<file path="config.mk">
export PLATFORM = sky130hd
export DESIGN_NAME = vmask_expand_unit
export DESIGN_NICKNAME = d
export VERILOG_FILES = /design/src/rtl/vmx_pkg.sv /design/src/rtl/vmx_decode.sv /design/src/rtl/vmx_fill.sv /design/src/rtl/vmask_expand_unit.sv
export SDC_FILE = /design/constraint.sdc
export NUM_CORES = 1
export LEC_CHECK = 0
export BUFFER_PORTS_ARGS = -buffer_cell sky130_fd_sc_hd__buf_2
export CAP_MARGIN = 20
export CORE_AREA = 3 3 92 94
export CTS_CLUSTER_SIZE = 12
export DETAILED_ROUTE_END_ITERATION = 12
export DIE_AREA = 0 0 95 97
export GPL_TIMING_DRIVEN = 0
export PLACE_DENSITY_LB_ADDON = 0.1
export SLEW_MARGIN = 15
export SYNTH_ARGS = -nofsm -noshare
export SYNTH_HDL_FRONTEND = slang
export SYNTH_SLANG_ARGS = --single-unit
</file>
<file path="constraint.sdc">
create_clock -name clk -period 4.06 [get_ports clk]
set_input_delay 1.218 -clock clk [delete_from_list [all_inputs] [get_ports clk]]
set_output_delay 1.218 -clock clk [all_outputs]
set_load 0.01 [all_outputs]
</file>
<file path="src/rtl/vmx_pkg.sv">
package vmx_pkg;

    typedef enum logic [2:0] {
        FILL_B8   = 3'd0,
        FILL_H16  = 3'd1,
        FILL_W32  = 3'd2,
        FILL_D64  = 3'd3,
        FILL_Q128 = 3'd4,
        FILL_IMM  = 3'd5
    } fill_kind_e;

    localparam logic [5:0]  OPC_PRIMARY  = 6'b000100;
    localparam logic [10:0] XO_REG_MASK  = 11'b11001000010;
    localparam logic [4:0]  XO_IMM_MASK  = 5'b01010;

    localparam logic [4:0]  SEL_BYTE     = 5'b10000;
    localparam logic [4:0]  SEL_HALF     = 5'b10001;
    localparam logic [4:0]  SEL_WORD     = 5'b10010;
    localparam logic [4:0]  SEL_DWORD    = 5'b10011;
    localparam logic [4:0]  SEL_QUAD     = 5'b10100;

endpackage

</file>
<file path="src/rtl/vmx_decode.sv">
module vmx_decode
    import vmx_pkg::*;
#(
    parameter int INSN_W = 32,
    parameter int IDX_W  = 5,
    parameter int IMM_W  = 16
) (
    input  logic [INSN_W-1:0] insn,
    output fill_kind_e        kind,
    output logic              legal,
    output logic [IDX_W-1:0]  tgt_idx,
    output logic [IDX_W-1:0]  src_idx,
    output logic [IMM_W-1:0]  imm_mask
);

    assign tgt_idx  = insn[25:21];
    assign src_idx  = insn[15:11];
    // Byte mask gathered from three fields; field order is fixed by the encoding.
    assign imm_mask = {insn[15:6], insn[20:16], insn[0]};

    always_comb begin
        kind  = FILL_B8;
        legal = 1'b0;
        if (insn[31:26] == OPC_PRIMARY) begin
            if (insn[10:0] == XO_REG_MASK) begin
                unique case (insn[20:16])
                    SEL_BYTE:  begin kind = FILL_B8;   legal = 1'b1; end
                    SEL_HALF:  begin kind = FILL_H16;  legal = 1'b1; end
                    SEL_WORD:  begin kind = FILL_W32;  legal = 1'b1; end
                    SEL_DWORD: begin kind = FILL_D64;  legal = 1'b1; end
                    SEL_QUAD:  begin kind = FILL_Q128; legal = 1'b1; end
                    default:   begin kind = FILL_B8;   legal = 1'b0; end
                endcase
            end else if (insn[5:1] == XO_IMM_MASK) begin
                kind  = FILL_IMM;
                legal = 1'b1;
            end
        end
    end

endmodule

</file>
<file path="src/rtl/vmx_fill.sv">
module vmx_fill
    import vmx_pkg::*;
#(
    parameter int MASK_W = 16,
    parameter int RES_W  = 128
) (
    input  fill_kind_e         kind,
    input  logic [MASK_W-1:0]  mask,
    output logic [RES_W-1:0]   result
);

    localparam int HALF_W  = RES_W / 2;
    localparam int N_SIZES = 4;

    logic [RES_W-1:0] cand [N_SIZES];

    // Element width 8<<n: each half holds HALF_W/EW elements, and the high
    // half continues the mask where the low half stopped.
    for (genvar n = 0; n < N_SIZES; n++) begin : g_size
        localparam int EW  = 8 << n;
        localparam int CNT = HALF_W / EW;
        for (genvar h = 0; h < 2; h++) begin : g_half
            for (genvar k = 0; k < CNT; k++) begin : g_elem
                assign cand[n][h*HALF_W + k*EW +: EW] = {EW{mask[h*CNT + k]}};
            end
        end
    end

    always_comb begin
        unique case (kind)
            FILL_B8, FILL_IMM: result = cand[0];
            FILL_H16:          result = cand[1];
            FILL_W32:          result = cand[2];
            FILL_D64:          result = cand[3];
            FILL_Q128:         result = {RES_W{mask[0]}};
            default:           result = '0;
        endcase
    end

endmodule

</file>
<file path="src/rtl/vmask_expand_unit.sv">
module vmask_expand_unit
    import vmx_pkg::*;
#(
    parameter int INSN_W = 32,
    parameter int GPR_W  = 64,
    parameter int IDX_W  = 5,
    parameter int RES_W  = 128
) (
    input  logic              clk,
    input  logic              rst,
    input  logic              in_valid,
    input  logic [INSN_W-1:0] insn,
    input  logic [GPR_W-1:0]  src_operand,
    output logic [IDX_W-1:0]  src_idx,
    output logic              out_valid,
    output logic              out_illegal,
    output logic [IDX_W-1:0]  out_tgt,
    output logic [RES_W-1:0]  out_result
);

    localparam int MASK_W = 16;

    fill_kind_e          dec_kind;
    logic                dec_legal;
    logic [IDX_W-1:0]    dec_tgt;
    logic [MASK_W-1:0]   dec_imm;
    logic [MASK_W-1:0]   fill_mask;
    logic [RES_W-1:0]    fill_result;
    logic                unused_hi_bits;

    vmx_decode #(.INSN_W(INSN_W), .IDX_W(IDX_W), .IMM_W(MASK_W)) u_decode (
        .insn     (insn),
        .kind     (dec_kind),
        .legal    (dec_legal),
        .tgt_idx  (dec_tgt),
        .src_idx  (src_idx),
        .imm_mask (dec_imm)
    );

    assign fill_mask      = (dec_kind == FILL_IMM) ? dec_imm : src_operand[MASK_W-1:0];
    assign unused_hi_bits = ^src_operand[GPR_W-1:MASK_W];

    vmx_fill #(.MASK_W(MASK_W), .RES_W(RES_W)) u_fill (
        .kind   (dec_kind),
        .mask   (fill_mask),
        .result (fill_result)
    );

    // Flag register.
    always_ff @(posedge clk) begin
        if (rst) begin
            out_valid   <= 1'b0;
            out_illegal <= 1'b0;
        end else begin
            out_valid   <= in_valid &  dec_legal;
            out_illegal <= in_valid & ~dec_legal;
        end
    end

    // Data register: only legal words overwrite it.
    always_ff @(posedge clk) begin
        if (rst) begin
            out_result <= '0;
            out_tgt    <= '0;
        end else if (in_valid && dec_legal) begin
            out_result <= fill_result;
            out_tgt    <= dec_tgt;
        end
    end

endmodule

</file>
==> run metrics, run 1 <==
status completed; Reg clk slew, reported paths about 0.08 ns; initial core utilization 31.6%; max-slew violations 0; fmax approximately 330 MHz; Synth top area share 36.0%; Num CTS Buffers 3; post-synthesis sequential element count 23; DR pass1 iterations 4; Clock Sinks 23; Final Setup Violations 0; minimum clock period after layout roughly 3.0 ns; Multi-input gate area between 1000 and 1500 µm²; Fin. Hold Viols 0; number of max-cap violations 0; TritonCTS clock tree done; required time worst endpoint 4.23 ns; Worst EP arrival ~3.2 ns; EDFF count, synth 0; mean area per synthesized cell 8.01 µm²; # resized after CTS 0; Reg2Reg Depth 2; H-tree levels 1; Port Buffers between 150 and 200; worst skew pair latency roughly 0.26 ns; global placement routability congestion between 0.8 and 0.9; Die Ht 97 µm; register area share after synthesis 18.9%; pwr dens ~130 nW/µm²; synthesized area 2440 µm²; synth warn 0; kind of critical path input pin to flip-flop; register area between 400 and 500 µm²; vias in the first global route ~2200; startpoint types input pin; DRC 0; grt ovf 0; Core Rows 32; Net Count, Synth between 400 and 500; skew final 0 ns; gr usage total around 16%; Yosys top cell by area buf_4; synth cell count leaders 117 x buf_4, 33 x nor2_1, 25 x nand2_1; Cells after Synth just over 300; layout cells sized above 1 approximately 67%; global-route wire length before repair 11700 µm; total core area between 7000 and 8000 µm²; worst-path maximum fanout 8; initial antenna violation count 0; Fin Setup TNS 0 ns; via count around 2500; hold_buf cts 0; ranking of synthesized cells by area buf_4 36%, dfxtp_1 19%, nor2_1 5.1%; post-route ant nets 0; final WL around 7600 µm; Chip Width roughly 95 µm; WL/cell 12.6 µm; 1st-iter DRT viols 60; peak supply drop approximately 0.000091 V; Async S/R FF share, synth 0%; WHS Path Cells 2; fin nets ~600; Util after Layout 46.2%; Antenna diodes 0; static leakage ~2.3 nW; DR vias/cell 4.23; worst min-delay path class flip-flop to flip-flop; Die ar. 9220 µm²; slew at the pin closest to its max-slew limit between 0.6 and 0.7 ns; root buffer cell clkbuf_8; ys flop type dfxtp_1; Post-CTS Setup Inserts 0; synthesis-to-finish area growth 46.1%; CTS max path bufs 2; Rel. slew slack between 50% and 60%; count leader, synth buf_4; final period utilization 74.2%; CP Capture Type flip-flop; FILL cells between 700 and 800; Yosys cell types between 40 and 50; largest net degree at the start of global routing 14; RSZ-0062 raised after global routing no; IO Count around 240; Post-DP HPWL ~6400 µm
## registers in the layout, summed over array words and instances, names as in the netlist
register and count:
out_valid 1, out_illegal 1, out_tgt 5, out_result 16
## placed cells by master, fill, tap and decap left out, types with 2 or more instances in the layout
cell | netlist | final
nor4bb_1 | 2 | 2
o21ai_0 | 5 | 5
o21bai_1 | 6 | 6
a21oi_1 | 13 | 13
and4bb_2 | 2 | 2
nor2_1 | 33 | 33
dfxtp_1 | 23 | 23
mux2i_1 | 10 | 10
inv_1 | 5 | 5
nand3_1 | 5 | 5
nand2_1 | 25 | 25
buf_4 | 117 | 117
o21ai_1 | 2 | 2
a221oi_2 | 2 | 2
nand4_1 | 3 | 3
a211oi_1 | 4 | 4
nor4b_4 | 2 | 2
clkbuf_8 | 0 | 3
clkbuf_1 | 2 | 2
mux2_2 | 6 | 6
and4_1 | 2 | 2
nor3b_2 | 2 | 2
nor3b_1 | 2 | 2
a22o_1 | 2 | 2
o21a_1 | 9 | 9
buf_2 | 3 | 193
## layer usage
metal  vias to the layer above  routed length (µm)  global-route usage, %  share of wire, %
met2                       106                3800                   27.7                50
met3                         4                 508                   1.56               6.7
met1                      1120                3220                   21.0                43
met4                         0                  40                   2.66              0.53
li1                       1310                   -                      -                 -
met5                         -                   0                      0                 0
## power by group
| group | leakage (nW) | total, W | internal [W] | switching, W |
|---|---|---|---|---|
| clock | 0.0255 | 0.000144 | 0.0000685 | 0.0000757 |
| combinational | 2.07 | 0.0000806 | 0.0000393 | 0.0000413 |
| sequential | 0.185 | 0.000226 | 0.000226 | 0.000000306 |
| total | 2.28 | 0.000451 | 0.000334 | 0.000117 |
## logic make-up (layout without fill, tap and decap cells)
family / Yosys count / count (layout) / share of synthesized area, %
simple gates: 85 / 85 / 19.5
buf+inv: 128 / 322 / 38.1
compound gates: 53 / 53 / 16.6
mux: 16 / 16 / 6.86
flops: 23 / 23 / 18.9
## final timing paths
kind	startpoint	end	slack, ns
hold / removal	out_tgt[0]	out_tgt[0]	0.46
setup reg to reg	out_result[15]	out_result[15]	3.19
setup / recovery	insn[18]	out_result[87]	1.05
hold reg to reg	out_tgt[0]	out_tgt[0]	0.46
## critical path, stage by stage
cell and delay [ns]:
buf_2 0.14, nor3b_1 0.55, a21bo_2 0.30, o21ai_0 0.11, nor3b_2 0.55, nor2_1 0.11, o21a_1 0.19
## layout make-up
class	count	share of cell area (%)
buffer	123	25.6
clock buffer	3	1.16
clock inverter	1	0.140
multi-input combinational	154	29.5
sequential	23	12.9
timing repair buffer	190	26.7
tap	102	3.58
inverter	5	0.526
## per-stage QoR
step           instances  total power [W]  hold WS [ns]  area [µm²]  worst slack [ns]
2_1_floorplan        305         0.000268         0.476        2440              1.26
3_5_place_dp         597         0.000312         0.446        3520             0.791
5_1_grt              601         0.000477         0.482        3570             0.887
3_3_place_gp         597         0.000313         0.436        3520             0.688
4_1_cts              601         0.000457         0.458        3570              1.07
6_report             601         0.000451         0.456        3570              1.05
(Power assumes the default switching activity.)
==> inputs of run 2 (changes only) <==
--- a/config.mk
+++ b/config.mk
@@ -7,10 +7,10 @@
 export LEC_CHECK = 0
 export BUFFER_PORTS_ARGS = -buffer_cell sky130_fd_sc_hd__buf_2
 export CAP_MARGIN = 20
-export CORE_AREA = 3 3 92 94
+export CORE_AREA = 3 3 91 93
 export CTS_CLUSTER_SIZE = 12
 export DETAILED_ROUTE_END_ITERATION = 12
-export DIE_AREA = 0 0 95 97
+export DIE_AREA = 0 0 94 96
 export GPL_TIMING_DRIVEN = 0
 export PLACE_DENSITY_LB_ADDON = 0.1
 export SLEW_MARGIN = 15
==> constraint.sdc (replaced) <==
create_clock -name clk -period 2.9 [get_ports clk]
set_input_delay 0.87 -clock clk [delete_from_list [all_inputs] [get_ports clk]]
set_output_delay 0.87 -clock clk [all_outputs]
set_load 0.01 [all_outputs]
==> run 2 against run 1 <==
- setup slack got worse by 0.86 ns
- register-to-register slack got worse by 1.2 ns
- worst hold slack got worse by 0.0015 ns
- sequential share of layout area about the same
- clock power increased by 42%
- cell count unchanged
- flip-flop and latch count unchanged
- global-route usage decreased by 0.061 points
- non-clock buffer count unchanged
- wire length decreased by 0.66%
- critical path depth unchanged
- critical path type unchanged
- critical endpoint unchanged
- largest power group unchanged
==> run metrics, run 2 (same netlist as run 1, synthesis figures left out) <==
post-placement cell count 597 (unchanged); startpoint types input pin; Num CTS Buffers 3 (unchanged); post-route ant nets 0 (unchanged); WL/cell 12.5 µm (-0.66%); largest registers out_result (16), out_tgt (5); layout cells sized above 1 67.1% (-0.20 points); R2R Setup Slk 2.03 ns (-1.16 ns); IO Count 239 (unchanged); Rel. slew slack 57.1% (-0.63 points); Final Setup Violations 0 (unchanged); RR Startpoint out_result[7]; via count 2568 (+1.1%); DR pass1 iterations 4 (unchanged); max-slew violations 0 (unchanged); Largest register FFs 16 (unchanged); 1st-iter DRT viols 68 (+13%); Reg2Reg Depth 2 (unchanged); static leakage 2.27 nW (-0.12%); Crit path max-delay family simple AND/OR/NAND/NOR gates; Chip Width 94 µm (-1.1%); pwr dens 178 nW/µm² (+40%); Clock Sinks 23 (unchanged); DR vias/cell 4.27 (+1.1%); Post-CTS Setup Inserts 0 (unchanged); Port Buffers 190 (unchanged); critical-path cell list buf_2 -> nor3b_1 -> a21bo_2 -> o21ai_0 -> nor3b_2 -> nor2_1 -> o21a_1; Die Ht 96 µm (-1.0%); CP bufs+invs 1 (unchanged); Util after Layout 46.9% (+0.71 points); max incr delay on CP 0.57 ns (+0.02 ns); Antenna diodes 0 (unchanged); hold slack 0.454 ns (-0.00153 ns); DRC 0 (unchanged); # resized after CTS 0 (unchanged); root buffer cell clkbuf_8; required time worst endpoint 3.07 ns (-1.16 ns); Post-DP HPWL 6250 µm (-2.3%); Core Rows 32 (unchanged); CP Capture Type flip-flop; RSZ-0062 raised after global routing no; minimum clock period after layout approximately 2.7 ns; Fin. Hold Viols 0 (unchanged); vias in the first global route 2220 (-0.22%); Fin Setup TNS 0 ns (unchanged); H-tree levels 1 (unchanged); hold_buf cts 0 (unchanged); most common cell after layout, fill and taps aside buf_2; FILL cells 800 (+1.1%); commonest cells after routing, fill and taps aside 193 x buf_2, 117 x buf_4, 33 x nor2_1; status completed; initial antenna violation count 0 (unchanged); worst-path maximum fanout 8 (unchanged); initial core utilization 32.1% (+0.50 points); WHS Path Cells 2 (unchanged); final period utilization 93.4%; slew at the pin closest to its max-slew limit 0.642 ns (+0.00948 ns); CTS max path bufs 2 (unchanged); worst min-delay path class flip-flop to flip-flop; total core area 7610 µm² (-1.6%); Worst EP arrival 2.88 ns (-0.30 ns); number of max-cap violations 0 (unchanged); skew final 0 ns (unchanged); grt ovf 0 (unchanged); critical path's slowest cell nor3b_2; largest net degree at the start of global routing 13 (-1); global placement routability congestion 0.938 (+10%); gr usage total 15.7% (-0.061 points); hold_sp out_tgt[3]; peak supply drop 0.000174 V (+91%); final WL 7520 µm (-0.66%); post-layout instance count excluding filler cells 601 (unchanged); overall power 0.000633 W (+40%); worst skew pair latency 0.27 ns (about the same); TritonCTS clock tree done; kind of critical path input pin to flip-flop; Reg with most FFs out_result; synthesis-to-finish area growth 46.0% (about the same); Worst Hold End out_tgt[3]; fmax around 370 MHz; fin nets 599 (unchanged); Critical R2R Capture out_result[7]; global-route wire length before repair 11300 µm (-3.0%); Reg clk slew, reported paths 0.09 ns (about the same); Die ar. 9020 µm² (-2.1%)
-- run 2: cell count changes in the layout (fill, tap and decap cells not counted) --
cell,before,now
clkbuf_1,2,3
clkinv_2,1,0
-- run 2: worst max-delay path by stage --
| stage | start | to | depth (start not counted) |
|---|---|---|---|
| floorplan | insn[27] | out_result[47] | 6 |
| global placement | insn[18] | out_result[87] | 7 |
| detailed placement | insn[18] | out_result[87] | 7 |
| CTS | insn[18] | out_result[87] | 7 |
| global route | insn[18] | out_result[87] | 7 |
| finish | insn[18] | out_result[87] | 7 |
-- run 2: power by group --
group          switching (W)  total (W)  internal (W)
Combinational      0.0000569   0.000112     0.0000550
Clock               0.000107   0.000205     0.0000982
Sequential       0.000000394   0.000317      0.000316
-- run 2: cell type report --
cell class,instances,area (µm²),area share [%]
Multi-Input combinational cell,154,1050,29.5
Timing Repair Buffer,190,951,26.7
Buffer,123,912,25.6
Sequential cell,23,460,12.9
Tap cell,102,128,3.58
Clock buffer,4,45.0,1.26
Inverter,5,18.8,0.526
-- run 2: metal layers --
layer  wire length, µm  GRT usage (%)  up-vias  share of wire [%]
li1                  -              -     1314                  -
met4                70           3.01        0               0.93
met1              3080           19.8     1120                 41
met2              3690           28.6      126                 49
met3               676           2.42        8                9.0
met5                 0              0        -                  0
-- run 2: tightest hold or removal path: stages, from the launching register on --
cell	delay, ns
dfxtp_1	0.31
nand2_1	0.05
a21oi_1	0.05
-- run 2: through the flow --
step                area, µm²  setup slack [ns]
floorplan                2440             0.446
global placement         3520           0.00382
detailed placement       3520           -0.0165
CTS                      3570             0.272
global route             3570            0.0780
finish                   3570             0.191
==> inputs of run 3 (changes only) <==
--- a/config.mk
+++ b/config.mk
@@ -13,6 +13,7 @@
 export DIE_AREA = 0 0 94 96
 export GPL_TIMING_DRIVEN = 0
 export PLACE_DENSITY_LB_ADDON = 0.1
+export RECOVER_POWER = 50
 export SLEW_MARGIN = 15
 export SYNTH_ARGS = -nofsm -noshare
 export SYNTH_HDL_FRONTEND = slang
==> run 3 against run 2 <==
- power is essentially flat
- critical endpoint unchanged
- critical path depth unchanged
- worst hold slack better by 0.0016 ns
==> run metrics, run 3 (same netlist as run 1, synthesis figures left out) <==
# resized after CTS 0 (unchanged); kind of critical path input pin to flip-flop; initial core utilization 32.1% (unchanged); largest net degree at the start of global routing 13 (unchanged); static leakage 2.14 nW (-5.9%); worst min-delay path class flip-flop to flip-flop; WL/cell 12.4 µm (-0.80%); hold_buf cts 0 (unchanged); Post-CTS Setup Inserts 0 (unchanged); final period utilization 92.8% (-0.60 points); commonest cells after routing, fill and taps aside 170 x buf_2, 59 x buf_4, 58 x clkbuf_4; peak supply drop 0.000174 V (about the same); critical path's slowest cell nor3b_2; gr usage total 15.7% (unchanged); CP Capture Type flip-flop; Largest register FFs 16 (unchanged); Clock Sinks 23 (unchanged); Core Rows 32 (unchanged); vias in the first global route 2220 (unchanged); WHS Path Cells 2 (unchanged); Chip Width 94 µm (unchanged); IO Count 239 (unchanged); largest registers out_result (16), out_tgt (5); Fin. Hold Viols 0 (unchanged); global placement routability congestion 0.938 (unchanged); CTS max path bufs 2 (unchanged); total core area 7610 µm² (unchanged); Reg clk slew, reported paths 0.09 ns (about the same); critical-path cell list buf_2 -> nor3b_1 -> a21bo_2 -> o21ai_0 -> nor3b_2 -> nor2_1 -> o21a_1; Die Ht 96 µm (unchanged); fmax 372 MHz (+0.65%); overall power 0.000633 W (about the same); max incr delay on CP 0.58 ns (about the same); number of max-cap violations 0 (unchanged); PnR worst setup slack 0.209 ns (+0.0175 ns); DR pass1 iterations 4 (unchanged); post-route ant nets 0 (unchanged); DR vias/cell 4.23 (-1.1%); skew final 0 ns (unchanged); status completed; slew at the pin closest to its max-slew limit 0.610 ns (-0.0324 ns); Fin Setup TNS 0 ns (unchanged); area post-placement 3520 µm² (unchanged); via count 2541 (-1.1%); fin nets 599 (unchanged); grt ovf 0 (unchanged); max-slew violations 0 (unchanged); Final Setup Violations 0 (unchanged); Port Buffers 190 (unchanged); design area 3540 µm² (-0.81%); H-tree levels 1 (unchanged); synthesis-to-finish area growth 44.8%; RSZ-0062 raised after global routing no; startpoint types input pin; 1st-iter DRT viols 67 (-1.5%); layout cells sized above 1 62.5% (-4.6 points); worst-path maximum fanout 8 (unchanged); required time worst endpoint 3.07 ns (about the same); Post-DP HPWL 6250 µm (unchanged); TritonCTS clock tree done; Antenna diodes 0 (unchanged); root buffer cell clkbuf_8; minimum clock period after layout 2.69 ns (-0.0175 ns); Worst EP arrival 2.86 ns (-0.02 ns); pwr dens 179 nW/µm² (+0.75%); Num CTS Buffers 3 (unchanged); DRC 0 (unchanged); pre-CTS setup slack -0.0165 ns (unchanged); Rel. slew slack 59.3% (+2.2 points); initial antenna violation count 0 (unchanged); worst skew pair latency 0.27 ns (about the same); final WL 7460 µm (-0.80%); most common cell after layout, fill and taps aside buf_2; Reg with most FFs out_result; Die ar. 9020 µm² (unchanged); R2R Setup Slk 2.03 ns (about the same); global-route wire length before repair 11300 µm (unchanged); Reg2Reg Depth 2 (unchanged)
run 3: cell types whose count changed in the layout (fill, tap and decap cells not counted):
cell	change
clkbuf_4	+58
buf_2	-23
buf_4	-58
clkbuf_1	+23
run 3: layout make-up:
| class | instances | area, µm² |
|---|---|---|
| fill | 806 | 4070 |
| multi-input combinational | 154 | 1050 |
| timing repair buffer | 190 | 922 |
| buffer | 123 | 912 |
| sequential | 23 | 460 |
| tap | 102 | 128 |
| clock buffer | 4 | 45.0 |
| inverter | 5 | 18.8 |
run 3: critical path: cells and delay by family:
| family | cells | cell delay (ns) |
|---|---|---|
| buffers and inverters | 1 | 0.14 |
| AND/OR/NAND/NOR | 3 | 1.23 |
| AO/OA/AOI/OAI | 3 | 0.62 |
run 3: stage by stage:
stage	std cells	hold slack [ns]	util, %
2_1_floorplan	305	0.476	-
3_3_place_gp	597	0.436	46.3
3_5_place_dp	597	0.444	46.3
4_1_cts	601	0.456	46.9
5_1_grt	601	0.482	46.5
6_report	601	0.456	46.5
run 3: layer usage:
metal / vias to the layer above / GRT usage (%) / part of all wire [%]
met4: 0 / 3.01 / 0.94
met3: 8 / 2.42 / 8.5
li1: 1314 / - / -
met1: 1107 / 19.8 / 41
met2: 112 / 28.6 / 49
met5: - / 0 / 0
run 3: final timing paths:
check,startpoint,end
setup / recovery,insn[18],out_result[87]
hold / removal,out_tgt[0],out_tgt[0]
setup reg to reg,out_result[7],out_result[7]
hold reg to reg,out_tgt[0],out_tgt[0]
run 3: report_power, final:
group          switching [W]  internal, W
clock network       0.000107    0.0000982
registers        0.000000405     0.000316
logic              0.0000568    0.0000548
total               0.000164     0.000469
